File: src/rtl/coal_pkg.sv
package coal_pkg;

  typedef enum logic [0:0] {
    ST_IDLE = 1'b0,
    ST_BUSY = 1'b1
  } coal_state_e;

endpackage

File: src/rtl/coal_lane_store.sv
module coal_lane_store #(
  parameter int LANES  = 32,
  parameter int ADDR_W = 32
) (
  input  logic                     clk,
  input  logic                     rst_n,
  input  logic                     load,
  input  logic [LANES-1:0]         act_in,
  input  logic [LANES*ADDR_W-1:0]  addr_in,
  input  logic                     clr_en,
  input  logic [LANES-1:0]         clr_mask,
  output logic [LANES-1:0]         pending,
  output logic [LANES*ADDR_W-1:0]  addr_q
);

  always_ff @(posedge clk) begin
    if (!rst_n) begin
      pending <= '0;
      addr_q  <= '0;
    end else if (load) begin
      pending <= act_in;
      addr_q  <= addr_in;
    end else if (clr_en) begin
      pending <= pending & ~clr_mask;
    end
  end

endmodule

File: src/rtl/coal_leader.sv
module coal_leader #(
  parameter int LANES = 32,
  localparam int IDX_W = (LANES > 1) ? $clog2(LANES) : 1
) (
  input  logic [LANES-1:0] pending,
  output logic             found,
  output logic [IDX_W-1:0] idx
);

  always_comb begin
    found = 1'b0;
    idx   = '0;
    for (int i = LANES - 1; i >= 0; i--) begin
      if (pending[i]) begin
        found = 1'b1;
        idx   = IDX_W'(i);
      end
    end
  end

endmodule

File: src/rtl/coal_line_match.sv
module coal_line_match #(
  parameter int LANES  = 32,
  parameter int ADDR_W = 32,
  parameter int OFF_W  = 7,
  localparam int IDX_W = (LANES > 1) ? $clog2(LANES) : 1
) (
  input  logic [LANES*ADDR_W-1:0] addr_q,
  input  logic [LANES-1:0]        pending,
  input  logic [IDX_W-1:0]        lead_idx,
  output logic [ADDR_W-1:0]       lead_line,
  output logic [LANES-1:0]        match
);

  function automatic logic [ADDR_W-1:0] line_base(input logic [ADDR_W-1:0] a);
    return {a[ADDR_W-1:OFF_W], {OFF_W{1'b0}}};
  endfunction

  logic [ADDR_W-1:0] lead_addr;

  assign lead_addr = addr_q[lead_idx*ADDR_W +: ADDR_W];
  assign lead_line = line_base(lead_addr);

  for (genvar g = 0; g < LANES; g++) begin : g_lane
    logic [ADDR_W-1:0] lane_line;
    assign lane_line = line_base(addr_q[g*ADDR_W +: ADDR_W]);
    assign match[g]  = pending[g] && (lane_line == lead_line);
  end

endmodule

File: src/rtl/warp_coalescer.sv
module warp_coalescer
  import coal_pkg::*;
#(
  parameter int LANES      = 32,
  parameter int ADDR_W     = 32,
  parameter int LINE_BYTES = 128,
  localparam int OFF_W = $clog2(LINE_BYTES),
  localparam int IDX_W = (LANES > 1) ? $clog2(LANES) : 1
) (
  input  logic                    clk,
  input  logic                    rst_n,
  input  logic                    req_valid,
  output logic                    req_ready,
  input  logic [LANES-1:0]        req_active,
  input  logic [LANES*ADDR_W-1:0] req_addr,
  output logic                    txn_valid,
  input  logic                    txn_ready,
  output logic [ADDR_W-1:0]       txn_line,
  output logic [LANES-1:0]        txn_mask,
  output logic                    done
);

  coal_state_e             state_q;
  logic                    done_q;
  logic [LANES-1:0]        pending;
  logic [LANES*ADDR_W-1:0] addr_q;
  logic                    leader_found;
  logic [IDX_W-1:0]        leader_idx;
  logic [LANES-1:0]        match;

  // named internal events
  logic                    req_accept;
  logic                    req_empty;
  logic                    txn_fire;
  logic                    txn_final;
  logic [LANES-1:0]        rest_mask;

  assign req_ready  = (state_q == ST_IDLE);
  assign req_accept = req_valid && req_ready;
  assign req_empty  = (req_active == '0);
  assign txn_valid  = (state_q == ST_BUSY) && leader_found;
  assign txn_mask   = match;
  assign txn_fire   = txn_valid && txn_ready;
  assign rest_mask  = pending & ~match;
  assign txn_final  = txn_fire && (rest_mask == '0);
  assign done       = done_q;

  coal_lane_store #(.LANES(LANES), .ADDR_W(ADDR_W)) store_i (
    .clk      (clk),
    .rst_n    (rst_n),
    .load     (req_accept),
    .act_in   (req_active),
    .addr_in  (req_addr),
    .clr_en   (txn_fire),
    .clr_mask (match),
    .pending  (pending),
    .addr_q   (addr_q)
  );

  coal_leader #(.LANES(LANES)) leader_i (
    .pending (pending),
    .found   (leader_found),
    .idx     (leader_idx)
  );

  coal_line_match #(.LANES(LANES), .ADDR_W(ADDR_W), .OFF_W(OFF_W)) match_i (
    .addr_q    (addr_q),
    .pending   (pending),
    .lead_idx  (leader_idx),
    .lead_line (txn_line),
    .match     (match)
  );

  always_ff @(posedge clk) begin
    if (!rst_n) begin
      state_q <= ST_IDLE;
      done_q  <= 1'b0;
    end else begin
      done_q <= (req_accept && req_empty) || txn_final;
      if (req_accept) begin
        state_q <= req_empty ? ST_IDLE : ST_BUSY;
      end else if (txn_final) begin
        state_q <= ST_IDLE;
      end
    end
  end

endmodule

File: config.mk
export PLATFORM = sky130hd
export DESIGN_NAME = warp_coalescer
export DESIGN_NICKNAME = d
export VERILOG_FILES = /design/src/rtl/coal_pkg.sv /design/src/rtl/coal_lane_store.sv /design/src/rtl/coal_leader.sv /design/src/rtl/coal_line_match.sv /design/src/rtl/warp_coalescer.sv
export SDC_FILE = /design/constraint.sdc
export NUM_CORES = 2
export LEC_CHECK = 0
export CAP_MARGIN = 20
export CORE_AREA = 4 4 436 438
export CTS_CLUSTER_DIAMETER = 60
export DETAILED_ROUTE_END_ITERATION = 8
export DIE_AREA = 0 0 440 442
export GPL_ROUTABILITY_DRIVEN = 0
export GPL_TIMING_DRIVEN = 1
export PLACE_DENSITY = 0.56
export SYNTH_ARGS = -nofsm -noshare
export SYNTH_HDL_FRONTEND = slang
export SYNTH_HIERARCHICAL = 1
export SYNTH_SLANG_ARGS = --single-unit
File: constraint.sdc
create_clock -name clk -period 7.77 [get_ports clk]
set_clock_uncertainty 0.15 [all_clocks]
set_input_delay 1.554 -clock clk [delete_from_list [all_inputs] [get_ports clk]]
set_output_delay 1.554 -clock clk [all_outputs]
set_load 0.005 [all_outputs]
==> flow_summary.ini <==
[worst_setup_path]
worstSetupStartpointType = flip-flop
cp_cell_sequence = nor4_4 > a21oi_2 > o21ai_1 > a21oi_2 > nor4b_4 > buf_4 > buf_12 > nor2b_4 > buf_4 > clkbuf_16 > a22oi_1 > nand3_1 > nand4_4 > buf_12 > buf_4 > xor2_1 > nor4_2 > nand4_1 > nor4_2 > buf_4 > clkdlybuf4s50_1
crit_cells = 21
r2r_slack_ps = 950
crit_path_max_fanout = 18
critPathBufInv = 8
path_delay_family = simple AND/OR/NAND/NOR gates
path_common_cell = buf_4
crit_path_end_kind = output port
arrival_ps = 6070
crit_slowest_cell = clkdlybuf4s50_1
cp_slowest_stage_delay_ps = 530
worstPathRequired_ps = 6070
worstRegToRegCells = 30
path_class = reg -> out

[sta]
max_freq_mhz = 129
hold_violations = 0
rsz0062_at_grt = true
worst_slack_ps = -2.80
period_share_pct = 100
min_period_ps = 7770
setup_violations = 1
max-slew-margin-rel_pct = -7.58
slew_viol_final = 143
tightest_slew_ps = 1610

[clocking]
cts_root_buffer = clkbuf_16
clk_pin_slew_worst_paths_ps = 60
cts_inserted_buffers = 112
clkLatencyLatePin_ps = 810
cts_tree = done
htreeDepth = 3
clk_path_buf_depth = 3
cts_hold_buffers = 0
cts_sinks = 834

[cells_and_area]
fillCellCount = 18800
drive_gt1_share_pct = 16.1
final_cell_mix = mux2i_1 (1,153), clkdlybuf4s50_1 (876), dfxtp_1 (822)
area_delta_synth_final_pct = 41.0
utilization_pct = 37.4
postLayoutCellArea_mm2 = 0.0698
nets = 7111
layout_commonest_cell = mux2i_1
stdcell_count = 8659

[global_routing]
grt_first_pass_wirelength_mm = 363
grt_pass1_vias = 43100
grt_max_degree = 283
grt-ovfl-total = 0
grt_usage_pct = 27.0
antenna_found_initial = 30

[floorplanning]
coreArea_mm2 = 0.187
fp.dieW_um = 440
die-area_mm2 = 0.194
start_util_pct = 26.5
die_h_um = 442
io-pin-count = 1127
rows = 159

[detailed_routing]
vias = 44100
drc = 0
vias_per_cell = 5.09
wl_mm = 285
first_pass_iters = 6
ant_nets = 0
first_iter_violations = 4703
wl_per_cell_um = 32.9

[pwr]
power_leakage_nw = 27.8
vdd_drop_max_v = 0.000174
powerDensity_mw_per_mm2 = 314
finalPower_mw = 21.9

[flow_run]
cap_violations = 0

[synth]
ys_warn_count = 6
synth_cells = 4973
synth_area_mm2 = 0.0495
post_synth.cell_area_avg_um2 = 9.95

[placement]
dp_cells = 8263
portBuffers = 895
dp_hpwl_mm = 220
pre_cts_ws_ps = -447
dpl_cell_area_mm2 = 0.0624

[min_path]
min_path_type = reg -> reg
hold_depth = 2

[run_status]
status = complete, but fails checks
violations = max-slew violations, negative setup slack
what timing repair did:
item                       4_1_cts  5_1_grt
setup endpoints to repair       33       31
pin swaps                       20       93
resized for setup              156      215
buffers inserted                25      124
cloned                           4       18
report_power, final:
| part | switching [mW] | total [mW] | internal (mW) |
|---|---|---|---|
| combinational | 6.61 | 11.6 | 5.00 |
| sequential | 0.456 | 5.02 | 4.56 |
| clock | 2.26 | 5.30 | 3.05 |
| total | 9.33 | 21.9 | 12.6 |
per-stage QoR:
step | TNS (ps) | hold slack (ps)
floorplan | 0 | 328
global placement | -848 | 387
detailed placement | -3770 | 389
CTS | -1330 | 399
global route | -387 | 409
finish | -2.80 | 399
path summary, 6_finish.rpt:
path                                           from             endpoint
worst min register to register  store_i/addr_q[396]  store_i/addr_q[396]
worst max-delay path            store_i/pending[24]          txn_mask[6]
worst max register to register  store_i/pending[19]                 done
worst min-delay path            store_i/addr_q[396]  store_i/addr_q[396]
flip-flops by register name, summed over array words and instances (netlist names):
register         cells
store_i/pending     32
store_i/addr_q     800
done                 1
state_q              1
area by class of cell:
| class | instances | area [µm²] | area share, % |
|---|---|---|---|
| Inverter | 30 | 113 | 0.161 |
| Antenna cell | 20 | 50.0 | 0.0717 |
| Timing Repair Buffer | 1390 | 14500 | 20.8 |
| Tap cell | 2495 | 3120 | 4.47 |
| Sequential cell | 834 | 16700 | 23.9 |
| Multi-Input combinational cell | 3683 | 31500 | 45.1 |
| Clock buffer | 141 | 3100 | 4.45 |
| Clock inverter | 66 | 704 | 1.01 |
worst register-to-register path: cells and delay by family (launching register included):
family	cells	cell delay, ps
AND/OR/NAND/NOR	6	1660
XOR/XNOR	1	130
buffers and inverters	13	2140
AO/OA/AOI/OAI	9	1360
multiplexers	1	610
flip-flops	1	680
per-layer routing:
metal | vias to the layer above | track usage [%] | wire length, µm
met5 | - | 0 | 183
met4 | 16 | 13.7 | 18600
met3 | 629 | 5.12 | 22700
met2 | 2314 | 44.7 | 132000
met1 | 21600 | 33.3 | 111000
li1 | 19500 | - | -
No activity file was read; power rests on OpenSTA's default activity.
